<file path="config.mk">
export PLATFORM = sky130hd
export DESIGN_NAME = scan_port_ctrl
export DESIGN_NICKNAME = d
export VERILOG_FILES = /design/src/rtl/scan_port_pkg.sv /design/src/rtl/scan_fsm.sv /design/src/rtl/scan_ir.sv /design/src/rtl/scan_bchain.sv /design/src/rtl/scan_dr.sv /design/src/rtl/scan_port_ctrl.sv
export SDC_FILE = /design/constraint.sdc
export NUM_CORES = 1
export LEC_CHECK = 0
export BUFFER_PORTS_ARGS = -buffer_cell sky130_fd_sc_hd__buf_2
export CAP_MARGIN = 20
export CELL_PAD_IN_SITES_DETAIL_PLACEMENT = 0
export CELL_PAD_IN_SITES_GLOBAL_PLACEMENT = 2
export CORE_ASPECT_RATIO = 1.4
export CORE_MARGIN = 2
export CORE_UTILIZATION = 32
export DETAILED_ROUTE_END_ITERATION = 10
export HOLD_SLACK_MARGIN = 0.08
export PLACE_DENSITY_LB_ADDON = 0.1
export SYNTH_ARGS = -nofsm -noshare
export SYNTH_HDL_FRONTEND = slang
export SYNTH_HIERARCHICAL = 1
export SYNTH_SLANG_ARGS = --single-unit
export TNS_END_PERCENT = 100
</file>
<file path="constraint.sdc">
create_clock -name tck -period 2.15 [get_ports tck]
set_input_delay 0.215 -clock tck [delete_from_list [all_inputs] [get_ports tck]]
set_output_delay 0.215 -clock tck [all_outputs]
set_load 0.02 [all_outputs]
</file>
<file path="src/rtl/scan_port_pkg.sv">
package scan_port_pkg;

    localparam int IR_W = 4;
    localparam int ID_W = 32;

    typedef logic [IR_W-1:0] opcode_t;

    localparam opcode_t OP_DRIVE       = 4'b0000;
    localparam opcode_t OP_IDENT       = 4'b0010;
    localparam opcode_t OP_SAMPLE      = 4'b0011;
    localparam opcode_t OP_BYPASS      = 4'b1111;
    localparam opcode_t IR_CAPTURE_PAT = 4'b0001;

    typedef enum logic [3:0] {
        ST_TLR, ST_RTI,
        ST_SEL_DR, ST_CAP_DR, ST_SH_DR, ST_EX1_DR, ST_PAU_DR, ST_EX2_DR, ST_UPD_DR,
        ST_SEL_IR, ST_CAP_IR, ST_SH_IR, ST_EX1_IR, ST_PAU_IR, ST_EX2_IR, ST_UPD_IR
    } tap_state_e;

    typedef enum logic [1:0] {
        SEL_BYPASS,
        SEL_IDENT,
        SEL_BOUND
    } dr_sel_e;

    typedef struct packed {
        logic capture;
        logic shift;
        logic update;
    } dr_ctl_t;

    function automatic tap_state_e tap_next(tap_state_e s, logic tms);
        case (s)
            ST_TLR:    return tms ? ST_TLR    : ST_RTI;
            ST_RTI:    return tms ? ST_SEL_DR : ST_RTI;
            ST_SEL_DR: return tms ? ST_SEL_IR : ST_CAP_DR;
            ST_CAP_DR: return tms ? ST_EX1_DR : ST_SH_DR;
            ST_SH_DR:  return tms ? ST_EX1_DR : ST_SH_DR;
            ST_EX1_DR: return tms ? ST_UPD_DR : ST_PAU_DR;
            ST_PAU_DR: return tms ? ST_EX2_DR : ST_PAU_DR;
            ST_EX2_DR: return tms ? ST_UPD_DR : ST_SH_DR;
            ST_UPD_DR: return tms ? ST_SEL_DR : ST_RTI;
            ST_SEL_IR: return tms ? ST_TLR    : ST_CAP_IR;
            ST_CAP_IR: return tms ? ST_EX1_IR : ST_SH_IR;
            ST_SH_IR:  return tms ? ST_EX1_IR : ST_SH_IR;
            ST_EX1_IR: return tms ? ST_UPD_IR : ST_PAU_IR;
            ST_PAU_IR: return tms ? ST_EX2_IR : ST_PAU_IR;
            ST_EX2_IR: return tms ? ST_UPD_IR : ST_SH_IR;
            ST_UPD_IR: return tms ? ST_SEL_DR : ST_RTI;
            default:   return ST_TLR;
        endcase
    endfunction

    function automatic dr_sel_e op_decode(opcode_t op);
        case (op)
            OP_IDENT:            return SEL_IDENT;
            OP_DRIVE, OP_SAMPLE: return SEL_BOUND;
            default:             return SEL_BYPASS;
        endcase
    endfunction

    function automatic dr_ctl_t dr_ctl(tap_state_e s, dr_sel_e sel, dr_sel_e mine);
        dr_ctl_t c;
        c.capture = (s == ST_CAP_DR) && (sel == mine);
        c.shift   = (s == ST_SH_DR)  && (sel == mine);
        c.update  = (s == ST_UPD_DR) && (sel == mine);
        return c;
    endfunction

endpackage

</file>
<file path="src/rtl/scan_fsm.sv">
module scan_fsm
    import scan_port_pkg::*;
(
    input  logic       tck,
    input  logic       por,
    input  logic       test_lock,
    input  logic       tms,
    output tap_state_e state
);

    tap_state_e state_q;

    always_ff @(posedge tck) begin
        if (por || test_lock) begin
            state_q <= ST_TLR;
        end else begin
            state_q <= tap_next(state_q, tms);
        end
    end

    assign state = state_q;

    // Checker: consecutive rising edges with TMS high, saturating at five.
    logic [2:0] ones_q;
    always_ff @(posedge tck) begin
        if (por || !tms) begin
            ones_q <= 3'd0;
        end else if (ones_q != 3'd5) begin
            ones_q <= ones_q + 3'd1;
        end
    end

    assert_five_ones_reset_R8: assert property (@(posedge tck) disable iff (por)
        (ones_q == 3'd5) |-> (state_q == ST_TLR));

    assert_lock_holds_reset_R9: assert property (@(posedge tck) disable iff (por)
        test_lock |=> (state_q == ST_TLR));

endmodule

</file>
<file path="src/rtl/scan_ir.sv">
module scan_ir
    import scan_port_pkg::*;
(
    input  logic       tck,
    input  logic       por,
    input  tap_state_e state,
    input  logic       tdi,
    output opcode_t    opcode,
    output logic       ir_lsb
);

    opcode_t ir_q;
    opcode_t sh_q;

    always_ff @(posedge tck) begin
        if (por || state == ST_TLR) begin
            ir_q <= OP_IDENT;
            sh_q <= IR_CAPTURE_PAT;
        end else begin
            case (state)
                ST_CAP_IR: sh_q <= IR_CAPTURE_PAT;
                ST_SH_IR:  sh_q <= {tdi, sh_q[IR_W-1:1]};
                ST_UPD_IR: ir_q <= sh_q;
                default:   ;
            endcase
        end
    end

    assign opcode = ir_q;
    assign ir_lsb = sh_q[0];

    assert_capture_pattern_R3: assert property (@(posedge tck) disable iff (por)
        (state == ST_CAP_IR) |=> (sh_q == IR_CAPTURE_PAT));

    assert_ident_on_reset_R1: assert property (@(posedge tck) disable iff (por)
        (state == ST_TLR) |=> (ir_q == OP_IDENT));

    assert_ir_only_in_update_R3: assert property (@(posedge tck) disable iff (por)
        (state != ST_UPD_IR && state != ST_TLR) |=> $stable(ir_q));

endmodule

</file>
<file path="src/rtl/scan_bchain.sv">
module scan_bchain #(
    parameter int BLEN = 265
) (
    input  logic            tck,
    input  logic            por,
    input  logic            capture_en,
    input  logic            shift_en,
    input  logic            update_en,
    input  logic            tdi,
    input  logic [BLEN-1:0] par_in,
    output logic [BLEN-1:0] par_out,
    output logic            lsb
);

    logic [BLEN-1:0] chain;
    logic [BLEN-1:0] shin;

    for (genvar i = 0; i < BLEN; i++) begin : g_cell
        if (i == BLEN - 1) begin : g_top
            assign shin[i] = tdi;
        end else begin : g_mid
            assign shin[i] = chain[i+1];
        end

        logic cap_q;
        logic hold_q;

        always_ff @(posedge tck) begin
            if (por) begin
                cap_q <= 1'b0;
            end else if (capture_en) begin
                cap_q <= par_in[i];
            end else if (shift_en) begin
                cap_q <= shin[i];
            end
        end

        always_ff @(posedge tck) begin
            if (por) begin
                hold_q <= 1'b0;
            end else if (update_en) begin
                hold_q <= cap_q;
            end
        end

        assign chain[i]   = cap_q;
        assign par_out[i] = hold_q;
    end

    assign lsb = chain[0];

    assert_hold_stable_R7: assert property (@(posedge tck) disable iff (por)
        !update_en |=> $stable(par_out));

endmodule

</file>
<file path="src/rtl/scan_dr.sv">
module scan_dr
    import scan_port_pkg::*;
#(
    parameter int              BLEN     = 265,
    parameter logic [ID_W-1:0] ID_VALUE = 32'h0B7A_C01D
) (
    input  logic            tck,
    input  logic            por,
    input  tap_state_e      state,
    input  opcode_t         opcode,
    input  logic            tdi,
    input  logic [BLEN-1:0] bnd_capture,
    output logic [BLEN-1:0] bnd_update,
    output logic            dr_lsb
);

    dr_sel_e   sel;
    dr_ctl_t   byp_ctl, id_ctl, bnd_ctl;
    logic      byp_q;
    logic [ID_W-1:0] id_q;
    logic      bnd_lsb;

    assign sel     = op_decode(opcode);
    assign byp_ctl = dr_ctl(state, sel, SEL_BYPASS);
    assign id_ctl  = dr_ctl(state, sel, SEL_IDENT);
    assign bnd_ctl = dr_ctl(state, sel, SEL_BOUND);

    always_ff @(posedge tck) begin
        if (por) begin
            byp_q <= 1'b0;
        end else if (byp_ctl.capture) begin
            byp_q <= 1'b0;
        end else if (byp_ctl.shift) begin
            byp_q <= tdi;
        end
    end

    always_ff @(posedge tck) begin
        if (por) begin
            id_q <= '0;
        end else if (id_ctl.capture) begin
            id_q <= ID_VALUE;
        end else if (id_ctl.shift) begin
            id_q <= {tdi, id_q[ID_W-1:1]};
        end
    end

    scan_bchain #(.BLEN(BLEN)) bchain_i (
        .tck        (tck),
        .por        (por),
        .capture_en (bnd_ctl.capture),
        .shift_en   (bnd_ctl.shift),
        .update_en  (bnd_ctl.update),
        .tdi        (tdi),
        .par_in     (bnd_capture),
        .par_out    (bnd_update),
        .lsb        (bnd_lsb)
    );

    always_comb begin
        case (sel)
            SEL_IDENT: dr_lsb = id_q[0];
            SEL_BOUND: dr_lsb = bnd_lsb;
            default:   dr_lsb = byp_q;
        endcase
    end

    assert_bypass_captures_zero_R5: assert property (@(posedge tck) disable iff (por)
        byp_ctl.capture |=> (byp_q == 1'b0));

endmodule

</file>
<file path="src/rtl/scan_port_ctrl.sv">
module scan_port_ctrl
    import scan_port_pkg::*;
#(
    parameter int              BLEN     = 265,
    parameter logic [ID_W-1:0] ID_VALUE = 32'h0B7A_C01D
) (
    input  logic            tck,
    input  logic            por,
    input  logic            test_lock,
    input  logic            tms,
    input  logic            tdi,
    output logic            tdo,
    output logic            tdo_oe,
    input  logic [BLEN-1:0] bnd_capture,
    output logic [BLEN-1:0] bnd_update
);

    tap_state_e state;
    opcode_t    opcode;
    logic       ir_lsb;
    logic       dr_lsb;
    logic       tdo_q, oe_q;

    scan_fsm fsm_i (
        .tck       (tck),
        .por       (por),
        .test_lock (test_lock),
        .tms       (tms),
        .state     (state)
    );

    scan_ir ir_i (
        .tck    (tck),
        .por    (por),
        .state  (state),
        .tdi    (tdi),
        .opcode (opcode),
        .ir_lsb (ir_lsb)
    );

    scan_dr #(.BLEN(BLEN), .ID_VALUE(ID_VALUE)) dr_i (
        .tck         (tck),
        .por         (por),
        .state       (state),
        .opcode      (opcode),
        .tdi         (tdi),
        .bnd_capture (bnd_capture),
        .bnd_update  (bnd_update),
        .dr_lsb      (dr_lsb)
    );

    // Output stage on the falling edge: half a clock after the state moved.
    always_ff @(negedge tck) begin
        if (por || test_lock) begin
            tdo_q <= 1'b0;
            oe_q  <= 1'b0;
        end else begin
            oe_q  <= (state == ST_SH_IR) || (state == ST_SH_DR);
            tdo_q <= (state == ST_SH_IR) ? ir_lsb : dr_lsb;
        end
    end

    assign tdo    = tdo_q;
    assign tdo_oe = oe_q;

    assert_oe_only_in_shift_R2: assert property (@(posedge tck) disable iff (por)
        tdo_oe |-> (state == ST_SH_IR || state == ST_SH_DR));

endmodule

</file>
==> results of run 1 <==
==> cells in the mapped netlist (10+ instances only) <==
library cell and number:
sky130_fd_sc_hd__buf_12 23, sky130_fd_sc_hd__dfxtp_1 577, sky130_fd_sc_hd__inv_1 10, sky130_fd_sc_hd__nor2b_1 267, sky130_fd_sc_hd__buf_2 66, sky130_fd_sc_hd__buf_4 297, sky130_fd_sc_hd__a211oi_1 16, sky130_fd_sc_hd__nor2_1 279
sky130_fd_sc_hd__a21oi_1 20, sky130_fd_sc_hd__mux2i_1 533, sky130_fd_sc_hd__o221a_2 14, sky130_fd_sc_hd__o21ai_0 21, sky130_fd_sc_hd__a211oi_2 251, sky130_fd_sc_hd__clkbuf_1 63, sky130_fd_sc_hd__nand3_1 20
==> routing by layer <==
| metal | part of all wire, % | GRT usage (%) | vias up | wire, um |
|---|---|---|---|---|
| met2 | 49 | 32.3 | 489 | 42100 |
| met5 | 0.031 | 0 | - | 27 |
| met3 | 5.8 | 4.86 | 79 | 5000 |
| met4 | 1.6 | 4.78 | 4 | 1420 |
| met1 | 44 | 23.2 | 9509 | 37600 |
| li1 | - | - | 9778 | - |
==> where the power goes <==
group	switching (mW)	internal, mW	total (mW)	leakage (nW)
clock	4.65	6.86	11.5	1.09
combinational	0.462	0.539	1.00	7.81
sequential	0.00365	10.7	10.7	4.65
total	5.11	18.1	23.2	13.5
==> cells by family after synthesis <==
| group | count (synthesis) | share of synthesized area [%] |
|---|---|---|
| adder cells (fa/ha/maj) | 3 | 0.138 |
| AO/OA/AOI/OAI | 343 | 14.1 |
| flip-flops | 577 | 42.5 |
| multiplexers | 534 | 19.7 |
| XOR/XNOR | 2 | 0.0645 |
| buffers and inverters | 470 | 12.5 |
| AND/OR/NAND/NOR | 591 | 11.0 |
==> through the flow <==
step	std cells	total power, mW	util, %	setup slack, ps
finish	4286	23.2	43.6	-467
CTS	4266	23.6	42.8	-456
global route	4286	24.1	43.6	-525
floorplan	2520	11.2	-	-421
detailed placement	3823	11.5	35.2	-535
global placement	3823	11.5	35.2	-559
==> registers in the layout (all words and copies together), names as in the netlist <==
register and flops:
dr_i/bchain_i/g_cell.hold_q 265, dr_i/bchain_i/g_cell.cap_q 264, dr_i/id_q 32, fsm_i/state 4, ir_i/opcode 4, ir_i/sh_q 4, dr_i/bchain_i/lsb 1, dr_i/byp_q 1
tdo 1, tdo_oe 1
==> cells in the final DEF (no fill, tap or decap), types with 5 or more instances in the layout <==
| cell | n |
|---|---|
| sky130_fd_sc_hd__a211oi_1 | 15 |
| sky130_fd_sc_hd__a211oi_2 | 252 |
| sky130_fd_sc_hd__a21oi_1 | 20 |
| sky130_fd_sc_hd__buf_12 | 64 |
| sky130_fd_sc_hd__buf_16 | 31 |
| sky130_fd_sc_hd__buf_2 | 533 |
| sky130_fd_sc_hd__buf_4 | 78 |
| sky130_fd_sc_hd__buf_6 | 21 |
| sky130_fd_sc_hd__buf_8 | 8 |
| sky130_fd_sc_hd__clkbuf_1 | 9 |
| sky130_fd_sc_hd__clkbuf_16 | 82 |
| sky130_fd_sc_hd__clkbuf_8 | 19 |
| sky130_fd_sc_hd__clkinv_2 | 6 |
| sky130_fd_sc_hd__dfxtp_1 | 570 |
| sky130_fd_sc_hd__dfxtp_2 | 5 |
| sky130_fd_sc_hd__dlygate4sd3_1 | 271 |
| sky130_fd_sc_hd__inv_1 | 10 |
| sky130_fd_sc_hd__mux2i_1 | 483 |
| sky130_fd_sc_hd__mux2i_2 | 31 |
| sky130_fd_sc_hd__mux2i_4 | 19 |
| sky130_fd_sc_hd__nand3_1 | 20 |
| sky130_fd_sc_hd__nor2_1 | 276 |
| sky130_fd_sc_hd__nor2b_1 | 267 |
| sky130_fd_sc_hd__o21ai_0 | 20 |
| sky130_fd_sc_hd__o221a_2 | 14 |
==> worst max-delay path, cell delays in order, from the launching register on <==
cell and delay (ps):
sky130_fd_sc_hd__dfxtp_2 330, sky130_fd_sc_hd__buf_4 130, sky130_fd_sc_hd__nand3b_1 120, sky130_fd_sc_hd__inv_1 90, sky130_fd_sc_hd__ha_4 160, sky130_fd_sc_hd__a22oi_2 140
sky130_fd_sc_hd__o21ai_1 70, sky130_fd_sc_hd__nor3b_2 150, sky130_fd_sc_hd__mux2_2 260
==> worst max path at each step <==
stage                   startpoint  endpoint  slack, ps  depth (start not counted)
floorplan           ir_i/opcode[1]       tdo       -420                          8
global placement    ir_i/opcode[1]       tdo       -560                          8
detailed placement  ir_i/opcode[3]       tdo       -530                          8
CTS                 ir_i/opcode[1]       tdo       -460                          8
global route        ir_i/opcode[1]       tdo       -520                          8
finish              ir_i/opcode[1]       tdo       -470                          8
==> final cells by class <==
class | count | area (um2)
inverter | 11 | 48.8
antenna | 4 | 10.0
sequential | 577 | 11600
clock buffer | 99 | 2070
clock inverter | 13 | 115
timing repair buffer | 1021 | 8860
fill | 8123 | 47500
tap | 1088 | 1360
multi-input combinational | 1473 | 12700
==> what timing repair did <==
| action | in CTS | in global routing |
|---|---|---|
| resized for setup | 82 | 93 |
| pin swaps | 2 | 4 |
| hold buffers | 271 | 0 |
| gates cloned | 28 | 11 |
| setup endpoints to repair | 299 | 518 |
| setup buffers | 33 | 14 |
| endpoints found under the hold margin | 295 | 0 |
==> results list, run 1 <==
- For this design the ratio of total power to cell area is 632 mW/mm2.
* Endpoint arrival time on the critical path: 2050 ps
* Remaining global-route overflow: 0
* Number of detailed-routing iterations run before antenna repair: 5
- Clock-pin slew was measured on the worst setup and hold paths at 60 ps.
* Final setup violation count: 283
* Area of the die: 0.0873 mm2
- Post-synth EDFFs: 0
- In the synthesized netlist the dominant register cell turns out to be sky130_fd_sc_hd__dfxtp_1.
- sky130_fd_sc_hd__dfxtp_1 takes more of the synthesized area than any other cell.
- Counting every sink on the clock net gives 577.
- Startpoint kind of the worst setup timing path: flip-flop
* Slew HR: 21.0%
* Fraction of synthesis flops using an asynchronous set or reset pin: 0%
- The number of max-slew violations in the final report came to 0.
* Share of post-route cells with drive strength above 1: 37.5%
- Syn Nets: 2793
* P&R area growth vs syn: 35.0%
- Once layout is done, the placed cells without fillers occupy 0.0367 mm2.
* Starting utilization of the core area: 32.3%
* Number of buffers added by the clock tree synthesis step: 66
- Buffer cell driving the clock tree root: sky130_fd_sc_hd__clkbuf_16
* Port Buffers: 536
- The floorplan has 126 rows.
- The worst hold path belongs to the class reg2reg.
- Layout Nets: 3425
- Worst hold stages: 2
* Vias per Instance: 4.63
- Area of the core: 0.0842 mm2
- GR Util All Layers: 18.8%
- The worst register-to-register path begins at ir_i/opcode[1].
- Mean Syn Cell Area: 10.8 um2
- For hold timing, the worst endpoint is dr_i/id_q[30].
* Register-to-register setup slack: -470 ps
* First-pass GRT wire length: 127 mm
- The routed design has 86.1 mm of wire.
- Largest net degree at the start of global routing: 175
* Last weighted congestion value of the routability-driven placer: 0.787
- The count of final hold-check violations was 0.
* Worst vdd ir: 0.534 mV
* Number of cell instances on the worst register-to-register path: 8
- Minimum hold slack: 465 ps
- In the post-route analysis, the smallest setup slack over all paths is -467 ps.
- The later pin in the worst-skew pair is clocked with a latency of 630 ps.
- TritonCTS built the clock tree.
* Leakage power figure: 13.5 nW
- 537 I/O pins were placed.
* Outcome: finished, violations left
* Synth Cell Area: 0.0272 mm2
- The initial antenna violation count is 6.
* Fraction of synthesized cell area taken by the top area cell type: 42.5%
* Via count of the first global-routing pass: 20200
- After the first detailed-routing iteration, the DRC count stood at 688.
* Clock tree buffer depth: 3
- Height of the die: 349 um
- The setup path with the least slack is of type reg2reg.
* Maximum level of the CTS H-tree: 3
- At the pin with the least slew margin, the transition time is 1180 ps.
- MaxCap Viol Count: 0
- The endpoint identified for the worst register-to-register timing path is tdo.
- Required time at the worst-slack endpoint: 1590 ps
* Largest cells by area after synthesis: sky130_fd_sc_hd__dfxtp_1 (42%), sky130_fd_sc_hd__mux2i_1 (20%), sky130_fd_sc_hd__a211oi_2 (12%)
- Along the worst path, the maximum fanout reaches 3.
- In the routed design, unresolved DRC markers number 0.
- Setup Total Neg Slack: -15170 ps
- In the synthesized netlist, the number of instances is 2520.
* Count of warnings emitted by yosys: 6
- Placed Instance Area: 0.0296 mm2
* Count of different cell masters after synthesis: 50
- The worst setup path is captured at a flip-flop.
- Counting flops and latches in the post-synthesis netlist gives 577.
- Setup repair after global routing missed its margin: true
- The die is 250 um wide.
- Failing checks: setup timing
- Between clock sinks in the finished design, the worst skew comes to 35.9 ps.
* Avg WL per Cell: 20.1 um
- Summing over every cut layer, the via total after detailed routing is 19900.
- HPWL Detailed: 57.4 mm
* Portion of the post-synthesis area used by sequential elements: 42.5%
* Source of the worst hold timing path: dr_i/id_q[31]
- Antenna Violating Nets Remaining: 0
No activity file was read; power rests on OpenSTA's default activity.
==> run 2, diff against run 1 <==
--- a/config.mk
+++ b/config.mk
@@ -11,7 +11,7 @@
 export CELL_PAD_IN_SITES_GLOBAL_PLACEMENT = 2
 export CORE_ASPECT_RATIO = 1.4
 export CORE_MARGIN = 2
-export CORE_UTILIZATION = 32
+export CORE_UTILIZATION = 30
 export DETAILED_ROUTE_END_ITERATION = 10
 export HOLD_SLACK_MARGIN = 0.08
 export PLACE_DENSITY_LB_ADDON = 0.1
==> run 2 against run 1 <==
  * The run still ends with setup timing left
  * Via count shrank 0.53%
  * Core utilization down 3.1 points
  * Non-clock buffer count decreased by 24
  * Register-to-register slack improved by 20 ps
  * Global-route usage decreased by 0.69 points
  * Die area increased by 6.6%
  * Clock-buffer cell count increased by 4
  * Combinational power hardly changed
  * Sequential power hardly changed
  * Sequential share of layout area grew 0.33 points
  * Power is 0.33% higher
  * Final area decreased by 1.0%
  * Critical endpoint unchanged
  * Largest cell class unchanged
  * Highest routed layer unchanged
==> results list, run 2 (synthesis results as in run 1) <==
* Outcome: finished, violations left
- The checks that failed: setup timing.
* Fin worst setup slack: -450 ps (+17.3 ps)
- The post-detailed-placement half-perimeter wirelength came to 59.0 mm (+2.8%).
* Final setup violation count: 459 (+62%)
- MaxCap Viol Count: 0 (unchanged)
- Sinks on Clock Net: 577 (unchanged)
- GR Util All Layers: 18.1% (-0.69 points)
- From synthesis to final layout, the design area changed by 33.6%.
- Hold Vio Cnt, Final: 0 (unchanged)
- Avg WL per Cell: 19.9 um (-1.1%)
* Post-placement setup slack: -535 ps (-0.540 ps)
- The count of nets left with antenna violations after detail routing was 0 (unchanged).
* Layout Nets: 3404 (-0.61%)
* Maximum level of the CTS H-tree: 3 (unchanged)
- First-iteration detailed-routing DRC count: 732 (+6.4%)
* Antenna violations before repair: 11 (+5)
- Share of total power in combinational logic: 4.3% (about the same)
* Area of the core: 0.0898 mm2 (+6.7%)
* Worst vdd ir: 0.492 mV (-7.8%)
- Met2 demand-to-capacity share in global routing: 30.5% (-1.8 points)
- Post-Route WL: 86.8 mm (+0.85%)
* Worst setup EP type: flip-flop
- TritonCTS built the clock tree.
- The number of buffers on the longest clock path was 3 (unchanged).
- Fill cell total of the finished layout: 8971 (+10%)
- Row cnt: 130 (+3.2%)
* Flip-flop count of the largest register, all copies and words added: 265 (unchanged)
- Die width: 258 um (+3.2%)
- Most frequent standard cell in the layout excluding fill and tap cells: sky130_fd_sc_hd__dfxtp_1
* Number of placed I/O pins: 537 (unchanged)
- Clk_skew: 29.8 ps (-6.07 ps)
- The share of final-layout standard cells stronger than drive strength 1 was 37.0% (-0.51 points).
- The setup slack on the worst flop-to-flop path was -450 ps (+20 ps).
- The global routing met1 resource utilization was 22.5% (-0.69 points).
- Last weighted congestion value of the routability-driven placer: 0.760 (-3.5%)
* Met3 capacity usage during global routing: 4.68% (-0.18 points)
- The via count of the first global-routing pass came to 20500 (+1.3%).
* Setup repair after global routing missed its margin: true
- The total vias in the final route was 19800 (-0.53%).
* Count of placed standard cells including taps: 3907 (+2.2%)
* Startpoint kind of the worst setup timing path: flip-flop
- Internal power contribution: 18.1 mW (about the same)
* Layer with the highest usage after global routing: met2
- The worst-margin pin slew is 1150 ps (-34.9 ps).
- The remaining global-route overflow is 0 (unchanged).
- Biggest register: dr_i/bchain_i/g_cell.hold_q
- Final Instance Count excl. Fillers: 4369 (+1.9%)
- Slew HR: 23.4% (+2.3 points)
- The clock input transition at the sequential cells of the worst setup and hold paths was 60 ps (about the same).
* Port Buffers: 536 (unchanged)
- The number of search-and-repair iterations in the first detailed-routing pass is 4 (-1).
- Height of the die: 360 um (+3.2%)
- The arrival time at the worst endpoint was 2040 ps (about the same).
- Area of the die: 0.0931 mm2 (+6.6%)
- Regs by FF count: dr_i/bchain_i/g_cell.hold_q: 265 flops, dr_i/bchain_i/g_cell.cap_q: 264 flops, dr_i/id_q: 32 flops
- Required time at the worst-slack endpoint: 1590 ps (about the same)
- The sequential cell fraction of total power came to 45.9% (-0.2 points).
- The ratio of routed vias to standard cells was 4.52 (-2.4%).
- Leading cell types in the layout, fill and taps excluded: sky130_fd_sc_hd__dfxtp_1 (571), sky130_fd_sc_hd__buf_2 (533), sky130_fd_sc_hd__mux2i_1 (475), sky130_fd_sc_hd__nor2_1 (276), sky130_fd_sc_hd__dlygate4sd3_1 (270)
- The post-detailed-route DRC marker count is 0 (unchanged).
* Switching share of power: 22.2% (+0.21 points)
- The initial core utilization is 30.3% (-2.0 points).
- The total power divided by cell area was 641 mW/mm2 (+1.4%).
* First-pass GRT wire length: 130 mm (+2.4%)
- Overall power after layout: 23.3 mW (+0.33%)
- Worst min-delay path class: in2reg
- Leakage power figure: 13.3 nW (-1.8%)
- The clock network power share was 49.7% (about the same).
* Number of buffers added by the clock tree synthesis step: 69 (+4.5%)
* Buffer cell driving the clock tree root: sky130_fd_sc_hd__clkbuf_16
* Largest driver fanout on the critical path: 2 (-1)
* Net Sw Power: 5.18 mW (+1.3%)
- Skew-Pair Late Insertion Delay: 630 ps (about the same)
- The worst setup path is of the reg2reg kind.
- The number of max-slew violations in the final report was 0 (unchanged).
- Largest net degree at the start of global routing: 165 (-5.7%)
==> run 2: power by group through the flow <==
stage	Sequential (mW)	Clock [mW]	Combinational, mW
3_3_place_gp	10.9	0.00874	0.607
4_1_cts	10.7	12.1	1.02
2_1_floorplan	10.9	0.00874	0.222
5_1_grt	10.7	12.5	1.07
6_report	10.7	11.6	1.00
3_5_place_dp	10.9	0.00874	0.604
==> run 2: final cells by class <==
class                           count  area [um2]  share of cell area (%)
Antenna cell                        5        12.5                  0.0344
Multi-Input combinational cell   1473       12600                    34.8
Sequential cell                   577       11600                    31.8
Inverter                           11        53.8                   0.148
Tap cell                         1188        1490                    4.09
Clock buffer                      103        2040                    5.61
Timing Repair Buffer              997        8380                    23.1
Clock inverter                     15         158                   0.434
==> run 2: per-layer routing <==
| layer | share of wire (%) | wire (um) | vias up |
|---|---|---|---|
| li1 | - | - | 9734 |
| met1 | 44 | 38100 | 9425 |
| met2 | 48 | 41400 | 479 |
| met3 | 6.3 | 5500 | 104 |
| met4 | 2.1 | 1800 | 12 |
| met5 | 0.070 | 61 | - |
==> run 2: per-stage QoR <==
step	TNS (ps)	hold WS (ps)	utilization, %	area, um2
floorplan	-500	277	-	27200
global placement	-51920	451	32.9	29600
detailed placement	-34640	457	32.9	29600
CTS	-26660	417	39.5	35500
global route	-94840	458	40.5	36300
finish	-39930	459	40.5	36300
==> run 2: final timing paths <==
path / endpoint / from / cells past startpoint
setup / recovery: tdo / ir_i/opcode[1] / 8
setup reg to reg: tdo / ir_i/opcode[1] / 8
hold / removal: dr_i/bchain_i/g_cell[48].cap_q / bnd_capture[48] / 4
hold reg to reg: dr_i/id_q[6] / dr_i/id_q[7] / 2
==> run 2: worst max-delay path, cell delays in order (launching register included) <==
cell	delay [ps]
sky130_fd_sc_hd__dfxtp_2	320
sky130_fd_sc_hd__xnor2_1	150
sky130_fd_sc_hd__and2_4	170
sky130_fd_sc_hd__inv_2	50
sky130_fd_sc_hd__ha_4	150
sky130_fd_sc_hd__a22oi_2	150
sky130_fd_sc_hd__o21ai_1	70
sky130_fd_sc_hd__nor3b_1	130
sky130_fd_sc_hd__mux2_2	250
==> run 2: what timing repair did <==
action / in CTS / in global routing
hold buffers: 270 / 0
resized for setup: 57 / 90
endpoints found under the setup margin: 471 / 533
cloned: 20 / 6
pin swaps: 2 / 2
hold endpoints to repair: 282 / 0
buffers inserted: 13 / 33
